### src/rtl/clkstop_pkg.sv
package clkstop_pkg;

  // Position of one divider inside its cycle for the next master cycle.
  typedef struct packed {
    logic start;  // next master cycle begins a new output cycle
    logic hi;     // output level wanted in the next master cycle
  } tap_t;

  function automatic tap_t make_tap(logic [31:0] pos, logic [31:0] div);
    tap_t t;
    logic [31:0] slot;
    slot    = pos % div;
    t.start = (slot == 32'd0);
    t.hi    = (slot < ((div + 32'd1) >> 1));
    return t;
  endfunction

endpackage

### src/rtl/clkstop_sync.sv
module clkstop_sync #(
  parameter int W      = 3,
  parameter int STAGES = 2
) (
  input  logic         clk,
  input  logic         rst_n,
  input  logic [W-1:0] d,
  output logic [W-1:0] q
);
  // Reset to "running" so outputs start once the straps are captured.
  logic [W-1:0] chain [STAGES];

  always_ff @(posedge clk or negedge rst_n) begin
    if (!rst_n) begin
      for (int s = 0; s < STAGES; s++) chain[s] <= '1;
    end else begin
      chain[0] <= d;
      for (int s = 1; s < STAGES; s++) chain[s] <= chain[s-1];
    end
  end

  assign q = chain[STAGES-1];
endmodule

### src/rtl/clkstop_phase.sv
module clkstop_phase #(
  parameter int PERIOD = 6,
  localparam int PW    = (PERIOD > 1) ? $clog2(PERIOD) : 1
) (
  input  logic          clk,
  input  logic          rst_n,
  input  logic          step,
  output logic [PW-1:0] ph,
  output logic [PW-1:0] ph_nx
);
  logic [PW-1:0] wrap;

  always_comb begin
    wrap  = (ph == PW'(PERIOD - 1)) ? '0 : ph + 1'b1;
    ph_nx = step ? wrap : ph;
  end

  always_ff @(posedge clk or negedge rst_n) begin
    if (!rst_n) ph <= '0;
    else        ph <= ph_nx;
  end
endmodule

### src/rtl/clkstop_lane.sv
module clkstop_lane
  import clkstop_pkg::*;
#(
  parameter int LAG = 0
) (
  input  logic clk,
  input  logic rst_n,
  input  logic step,
  input  tap_t tap,
  input  logic req,
  output logic clk_o
);
  logic en;
  logic lvl;
  logic en_use;

  // The gate enable only moves at a cycle start, while the output is low.
  assign en_use = tap.start ? req : en;

  always_ff @(posedge clk or negedge rst_n) begin
    if (!rst_n) begin
      en  <= 1'b0;
      lvl <= 1'b0;
    end else if (step) begin
      en  <= en_use;
      lvl <= tap.hi & en_use;
    end
  end

  generate
    if (LAG == 0) begin : g_direct
      assign clk_o = lvl;
    end else begin : g_delay
      logic [LAG-1:0] dly;
      always_ff @(posedge clk or negedge rst_n) begin
        if (!rst_n) begin
          dly <= '0;
        end else begin
          dly[0] <= lvl;
          for (int k = 1; k < LAG; k++) dly[k] <= dly[k-1];
        end
      end
      assign clk_o = dly[LAG-1];
    end
  endgenerate
endmodule

### src/rtl/clkstop_gen.sv
module clkstop_gen
  import clkstop_pkg::*;
#(
  parameter int N_CPU        = 2,
  parameter int N_PCI        = 4,
  parameter int CPU_DIV_FAST = 2,
  parameter int CPU_DIV_SLOW = 3,
  parameter int PCI_DIV      = 6,
  parameter int FIX_DIV      = 4,
  parameter int SYNC_STAGES  = 2,
  parameter int PCI_LAG      = 1
) (
  input  logic             clk_master,
  input  logic             rst_n,
  input  logic             cpu_fast_sel,
  input  logic             half_rate_sel,
  input  logic             cpu_halt_n,
  input  logic             pci_halt_n,
  input  logic             pwr_dn_n,
  output logic [N_CPU-1:0] cpu_clk,
  output logic [N_PCI-1:0] pci_clk,
  output logic             pci_free_clk,
  output logic             fix_clk,
  output logic             aux_clk
);
  localparam int PA  = PCI_DIV;
  localparam int PB  = 2 * FIX_DIV;
  localparam int PWA = (PA > 1) ? $clog2(PA) : 1;
  localparam int PWB = (PB > 1) ? $clog2(PB) : 1;

  // Straps captured once after reset.
  logic armed, fast_q, half_q;
  always_ff @(posedge clk_master or negedge rst_n) begin
    if (!rst_n) begin
      armed  <= 1'b0;
      fast_q <= 1'b0;
      half_q <= 1'b0;
    end else if (!armed) begin
      armed  <= 1'b1;
      fast_q <= cpu_fast_sel;
      half_q <= half_rate_sel;
    end
  end

  // Request synchronizers.
  logic [2:0] req_s;
  clkstop_sync #(.W(3), .STAGES(SYNC_STAGES)) u_sync (
    .clk   (clk_master),
    .rst_n (rst_n),
    .d     ({pwr_dn_n, pci_halt_n, cpu_halt_n}),
    .q     (req_s)
  );

  logic cpu_run_s, pci_run_s, pwr_on_s;
  assign cpu_run_s = req_s[0];
  assign pci_run_s = req_s[1];
  assign pwr_on_s  = req_s[2];

  logic cpu_req, pci_req;
  assign cpu_req = cpu_run_s & pwr_on_s;
  assign pci_req = pci_run_s & pwr_on_s;

  // Shared phase references.
  logic [PWA-1:0] ph_a, ph_a_nx;
  logic [PWB-1:0] ph_b, ph_b_nx;

  clkstop_phase #(.PERIOD(PA)) u_ph_a (
    .clk   (clk_master),
    .rst_n (rst_n),
    .step  (armed),
    .ph    (ph_a),
    .ph_nx (ph_a_nx)
  );

  clkstop_phase #(.PERIOD(PB)) u_ph_b (
    .clk   (clk_master),
    .rst_n (rst_n),
    .step  (armed),
    .ph    (ph_b),
    .ph_nx (ph_b_nx)
  );

  // Divider taps.
  logic [31:0] cpu_div, aux_div;
  assign cpu_div = fast_q ? 32'(CPU_DIV_FAST) : 32'(CPU_DIV_SLOW);
  assign aux_div = half_q ? 32'(PB) : 32'(FIX_DIV);

  tap_t cpu_tap, pci_tap, fix_tap, aux_tap;
  assign cpu_tap = make_tap(32'(ph_a_nx), cpu_div);
  assign pci_tap = make_tap(32'(ph_a_nx), 32'(PCI_DIV));
  assign fix_tap = make_tap(32'(ph_b_nx), 32'(FIX_DIV));
  assign aux_tap = make_tap(32'(ph_b_nx), aux_div);

  // Output lanes.
  generate
    for (genvar c = 0; c < N_CPU; c++) begin : g_cpu
      clkstop_lane #(.LAG(0)) u_lane (
        .clk   (clk_master),
        .rst_n (rst_n),
        .step  (armed),
        .tap   (cpu_tap),
        .req   (cpu_req),
        .clk_o (cpu_clk[c])
      );
    end
    for (genvar p = 0; p < N_PCI; p++) begin : g_pci
      clkstop_lane #(.LAG(PCI_LAG)) u_lane (
        .clk   (clk_master),
        .rst_n (rst_n),
        .step  (armed),
        .tap   (pci_tap),
        .req   (pci_req),
        .clk_o (pci_clk[p])
      );
    end
  endgenerate

  clkstop_lane #(.LAG(PCI_LAG)) u_free (
    .clk   (clk_master),
    .rst_n (rst_n),
    .step  (armed),
    .tap   (pci_tap),
    .req   (pwr_on_s),
    .clk_o (pci_free_clk)
  );

  clkstop_lane #(.LAG(0)) u_fix (
    .clk   (clk_master),
    .rst_n (rst_n),
    .step  (armed),
    .tap   (fix_tap),
    .req   (pwr_on_s),
    .clk_o (fix_clk)
  );

  clkstop_lane #(.LAG(0)) u_aux (
    .clk   (clk_master),
    .rst_n (rst_n),
    .step  (armed),
    .tap   (aux_tap),
    .req   (pwr_on_s),
    .clk_o (aux_clk)
  );

  logic unused_ph_b;
  assign unused_ph_b = ^ph_b;
endmodule

### config.mk
export PLATFORM = sky130hd
export DESIGN_NAME = clkstop_gen
export DESIGN_NICKNAME = d
export VERILOG_FILES = /design/src/rtl/clkstop_pkg.sv /design/src/rtl/clkstop_sync.sv /design/src/rtl/clkstop_phase.sv /design/src/rtl/clkstop_lane.sv /design/src/rtl/clkstop_gen.sv
export SDC_FILE = /design/constraint.sdc
export NUM_CORES = 1
export LEC_CHECK = 0
export ABC_AREA = 1
export CAP_MARGIN = 20
export CORE_AREA = 5 5 215 217
export CTS_BUF_LIST = sky130_fd_sc_hd__clkbuf_16
export DETAILED_ROUTE_END_ITERATION = 8
export DIE_AREA = 0 0 220 222
export DONT_BUFFER_PORTS = 1
export HOLD_SLACK_MARGIN = 0.02
export PLACE_DENSITY = 0.6
export SLEW_MARGIN = 20
export SYNTH_ARGS = -nofsm -noshare
export SYNTH_HDL_FRONTEND = slang
export SYNTH_SLANG_ARGS = --single-unit
export TNS_END_PERCENT = 50
### constraint.sdc
create_clock -name clk_master -period 68.2 [get_ports clk_master]
set_input_delay 10.23 -clock clk_master [delete_from_list [all_inputs] [get_ports clk_master]]
set_output_delay 10.23 -clock clk_master [all_outputs]
set_load 0.01 [all_outputs]
==> After elaboration in Yosys (flattened, before gate mapping) <==
Index checks and enable logic that the tools add are counted.
{ "totals": {"regBits": 38, "in_bits": 7, "output_inout_bits": 9} }
{ "classes": {"add_sub_neg": 4, "div": 3, "magnitude_cmp": 4, "n_eq_ne": 2, "mux": 15, "bitwise": 11, "n_reduce_logical": 4} }
{ "ops": {"columns": ["operator", "n"], "rows": [
  ["32-bit logical NOT", 4],
  ["3-bit by 32-bit modulo with 32-bit output", 2],
  ["32-bit by 2-bit less-than comparator with 1-bit output", 1],
  ["32-bit by 2-bit less-than comparator with 1-bit output, second input constant", 1],
  ["32-bit by 4-bit less-than comparator with 1-bit output", 1],
  ["3-bit by 3-bit modulo with 32-bit output, second input constant", 1],
  ["3-bit two-way mux", 4],
  ["1-bit bitwise AND", 11],
  ["1-bit two-way mux", 10],
  ["3-bit by 1-bit adder with 3-bit output, second input constant", 2],
  ["3-bit equality test, second input constant", 2],
  ["4-bit by 1-bit adder with 5-bit output, second input constant", 1],
  ["4-bit two-way mux", 1],
  ["2-bit by 1-bit adder with 3-bit output, second input constant", 1],
  ["2-bit less-than comparator, second input constant", 1]
]} }

==> Depth between registers and ports, before layout <==
{ "depth": {"word_depth": 7, "mapped_depth": 235} }

==> Cells and area by module <==
From an unflattened synthesis, not the netlist that was laid out.
{ "hier_totals": {"cells_unflattened": 3471, "hier_area_um2": 20389.6} }
{ "modules_own_cells": {"columns": ["module", "n_inst", "cells_per_inst", "area_per_inst_um2", "seq_area_each_um2"], "rows": [
  ["clkstop_gen", 1, 3308, 18980.7, 75.1],
  ["clkstop_lane (g_pci[0].u_lane ...)", 5, 14, 117.6, 75.1],
  ["clkstop_lane (g_cpu[0].u_lane ...)", 4, 13, 92.6, 50.0],
  ["clkstop_sync", 1, 9, 180.2, 157.7],
  ["clkstop_phase (u_ph_b)", 1, 16, 141.4, 75.1],
  ["clkstop_phase (u_ph_a)", 1, 16, 128.9, 75.1]
]} }

==> Worst setup path after synthesis <==
No wires, ideal clock.
{ "synth_timing": {"path_type": "reg2reg", "from": "register half_q", "to": "register u_aux.en", "setup_time_ns": 0.121, "t_arrival_ns": 32.203, "path_slack_ns": 35.876, "path_stages_with_launch": 221, "path_buffers": 6, "synth_period_minus_slack_ns": 32.324, "path_cell_list": "dfrtp_1 > inv_2 > ha_1 > nand2_1 > nand3_1 > nand2_1 > inv_1 > ha_1 > inv_1 > o21bai_1 > inv_1 > nand2_2 > nand2_1 > inv_1 > ha_1 > o21ai_1 > inv_1 > nor2_1 > (+185 left out) > buf_6 > nand2_1 > nand2_1 > inv_1 > nand4_2 > nor2_4 > nand2_2 > nor2_8 > nand2_4 > buf_6 > nand3_1 > nand2_1 > nor2_1 > nand2_1 > nor2_2 > nand3_1 > nand3_1 > o21ai_1"} }
{ "synth_via": {"elab_chain_len": 4} }
{ "synth_rtl": {"columns": ["item", "line", "source"], "rows": [
  ["from (decl)", "clkstop_gen.sv:32", "logic armed, fast_q, half_q;"],
  ["from (signal assigned)", "clkstop_gen.sv:41", "half_q <= half_rate_sel;"],
  ["4-bit two-way mux", "clkstop_gen.sv:86", "assign aux_div = half_q ? 32'(PB) : 32'(FIX_DIV);"],
  ["3-bit by 32-bit modulo with 32-bit output", "clkstop_pkg.sv:12", "slot = pos % div;"],
  ["32-bit logical NOT", "clkstop_pkg.sv:13", "t.start = (slot == 32'd0);"],
  ["1-bit two-way mux", "clkstop_lane.sv:18", "assign en_use = tap.start ? req : en;"],
  ["to (signal assigned)", "clkstop_lane.sv:25", "en <= en_use;"],
  ["to (decl)", "clkstop_lane.sv:13", "logic en;"]
]} }
No other way between the ends.
A chain may end at the register's enable or synchronous reset.

==> Worst setup path in the final report <==
Ends and elaborated chain as after synthesis.

==> flow_summary.json <==
{
  "ant_nets": 0,
  "hold_path_class": "flop to flop",
  "path_common_cell": "nor2_1",
  "finalHoldViolations": 0,
  "rr_startpoint": "half_q$_DFFE_PN0N_",
  "cts_buffers": 5,
  "vias": 20590,
  "max_cap_violations": 0,
  "yosysWarnings": 0,
  "initialDrtViolationCount": 1818,
  "clock_skew_ps": 14.10,
  "cts.htree.levels": 2,
  "place_hpwl_um": 46980,
  "avgSynthCellArea_um2": 5.697,
  "grt_pass1_wl_um": 92580,
  "viasPerCell": 5.124,
  "grt_max_degree": 39,
  "tightestPinTransition_ps": 769.1,
  "wl_per_cell_um": 13.77,
  "grt_pass1_vias": 18420,
  "cp_max_fo": 32,
  "fin_crit_sh_pct": 53.36,
  "clock_latency_ps": 280,
  "synth_edf_count": 0,
  "start_util_pct": 44.52,
  "syn_area_um2": 19560,
  "area_delta_synth_final_pct": 2.514,
  "port_buffers": 0,
  "setup_tns_ps": 0,
  "crit_path_end": "u_aux.en$_DFFE_PN0P_",
  "antenna_found_initial": 0,
  "rows": 77,
  "slew_headroom_pct": 48.67,
  "fmax_mhz": 27.48,
  "finalSetupViolations": 0,
  "maxSlewViolCount": 0,
  "final-seq-area_um2": 959.7,
  "drt-pass1-iter-count": 6,
  "clockRootBuffer": "clkbuf_16",
  "worst-setup-path-type": "flop to flop",
  "critPathMaxStageDelay_ps": 570,
  "antenna_cells": 0,
  "die_w_um": 220,
  "yosysSeqAreaShare_pct": 4.901,
  "placeableCoreArea_um2": 43930,
  "synth.distinct_cells": 64,
  "dp.cells": 4010,
  "remaining_drc_errors": 0,
  "r2r_slack_ps": 31810,
  "rr_worst_depth": 215,
  "layout.cells.non_filler": 4018,
  "synth_most_common_cell": "nand2_1",
  "critPathLaunch": "half_q$_DFFE_PN0N_",
  "drive_above_1_share_pct": 20.43,
  "finalCriticalPeriod_ps": 36390,
  "netlist.area_leader.share_pct": 17.89,
  "multi_input_area_um2": 15850,
  "r2r_end": "u_aux.en$_DFFE_PN0P_",
  "status": "completed",
  "grt_overflow_total": 0,
  "synth_common_cells": "nand2_1 (932), inv_1 (491), nor2_1 (386), nand3_1 (368), nand2_2 (180)",
  "pin_count": 16,
  "synth_top_flop_cell": "dfrtp_1",
  "cts_hold_buf": 0,
  "cp-start-kind": "flop",
  "synthArstFlopShare_pct": 100.0,
  "finalWirelength_um": 55340,
  "crit_path_end_kind": "flop",
  "clock_path_buffers": 2,
  "critPathRequiredTime_ps": 68350,
  "cts_tree": "done",
  "clk_pin_slew_ps": 70,
  "n_fill_cell": 4858,
  "synthCells": 3433,
  "clock-sinks": 38,
  "cp_slowest_cell": "a21oi_1",
  "arrival_ps": 36540,
  "synth_area_leaders": "nand2_1 (18%), inv_1 (9.4%), nand3_1 (9.4%)",
  "post_cts_buffers": 0,
  "final_nets": 3495,
  "die_h_um": 222,
  "track_usage_pct": 22.02,
  "yosysTopAreaCell": "nand2_1",
  "ctsResizeCount": 0,
  "ys_seq_elements": 38,
  "dieArea_um2": 48840,
  "gp_congestion": 0.9613,
  "rsz0062_at_grt": "false"
}
## final cells by class
cell class	count	area share (%)
timing repair buffer	2	0.07489
sequential	38	4.787
tap	592	3.694
multi-input combinational	2793	79.08
clock inverter	3	0.2247
clock buffer	5	0.6241
inverter	585	11.52
## cell families (layout without fill, tap and decap cells)
| logic type | count (synthesis) | after routing | synth area share [%] |
|---|---|---|---|
| compound gates | 204 | 204 | 6.609 |
| other cells | 2 | 28 | 0.03840 |
| flops | 38 | 38 | 4.901 |
| xor+xnor | 56 | 56 | 2.508 |
| simple gates | 2442 | 2442 | 67.38 |
| fa+ha+maj | 63 | 63 | 4.030 |
| buf+inv | 628 | 595 | 14.54 |
## per-layer routing
| metal | vias to the layer above | GRT usage [%] | share of wire (%) |
|---|---|---|---|
| li1 | 10890 | - | - |
| met2 | 449 | 34.97 | 44 |
| met3 | 30 | 1.748 | 4.7 |
| met5 | - | 0 | 0 |
| met4 | 0 | 1.772 | 0.65 |
| met1 | 9217 | 33.70 | 51 |
## worst min path at each step
stage / endpoint / slack (ps) / start / cells past startpoint
finish: u_sync.q[2]$_DFF_PN1_ / 350 / u_sync.chain[5]$_DFF_PN1_ / 0
global route: u_sync.q[2]$_DFF_PN1_ / 360 / u_sync.chain[5]$_DFF_PN1_ / 0
CTS: u_sync.q[2]$_DFF_PN1_ / 360 / u_sync.chain[5]$_DFF_PN1_ / 0
detailed placement: u_sync.q[0]$_DFF_PN1_ / 350 / u_sync.chain[3]$_DFF_PN1_ / 0
global placement: u_sync.q[2]$_DFF_PN1_ / 350 / u_sync.chain[5]$_DFF_PN1_ / 0
floorplan: u_sync.q[0]$_DFF_PN1_ / 350 / u_sync.chain[3]$_DFF_PN1_ / 0
## cell usage in the layout (no fill, tap or decap), types with 55 or more instances in the layout
cell,n
inv_1,491
nand2_2,180
nand3_1,368
nor2_1,386
nor2_4,56
nand2_1,932
o21ai_0,68
nor2_2,105
ha_1,63
nand4_1,141
nand2_4,55
nand3_2,111
## per-stage QoR
| stage | hold WS [ps] | utilization [%] | setup slack (ps) | area (µm²) |
|---|---|---|---|---|
| 2_1_floorplan | 345.2 | - | 35880 | 19660 |
| 3_3_place_gp | 349.7 | 45.25 | 33130 | 19880 |
| 3_5_place_dp | 350.5 | 45.25 | 32180 | 19880 |
| 4_1_cts | 357.3 | 45.64 | 32000 | 20050 |
| 5_1_grt | 358.1 | 45.64 | 28130 | 20050 |
| 6_report | 353.1 | 45.64 | 31810 | 20050 |
## flip-flops by register name, indices dropped and copies added (netlist names), 2 cells and up
name                count
g_pci.u_lane.lvl        4
u_ph_b.ph               3
u_sync.q                3
g_pci.u_lane.clk_o      4
g_cpu.u_lane.en         2
g_pci.u_lane.en         4
u_ph_a.ph               3
u_sync.chain            3
g_cpu.u_lane.clk_o      2
## worst max-delay path, delay by kind of cell, from the launching register on
| family | cells | cell delay [ps] |
|---|---|---|
| and+or+nand+nor | 144 | 21920 |
| buffers and inverters | 33 | 2970 |
| adders and majority gates | 25 | 7910 |
| DFF | 1 | 500 |
| AOI/OAI and AO/OA | 13 | 2900 |
Power is left out: the tool's default activity adds up to more than one toggle a clock period on the data nets, which glitch-free logic cannot reach.
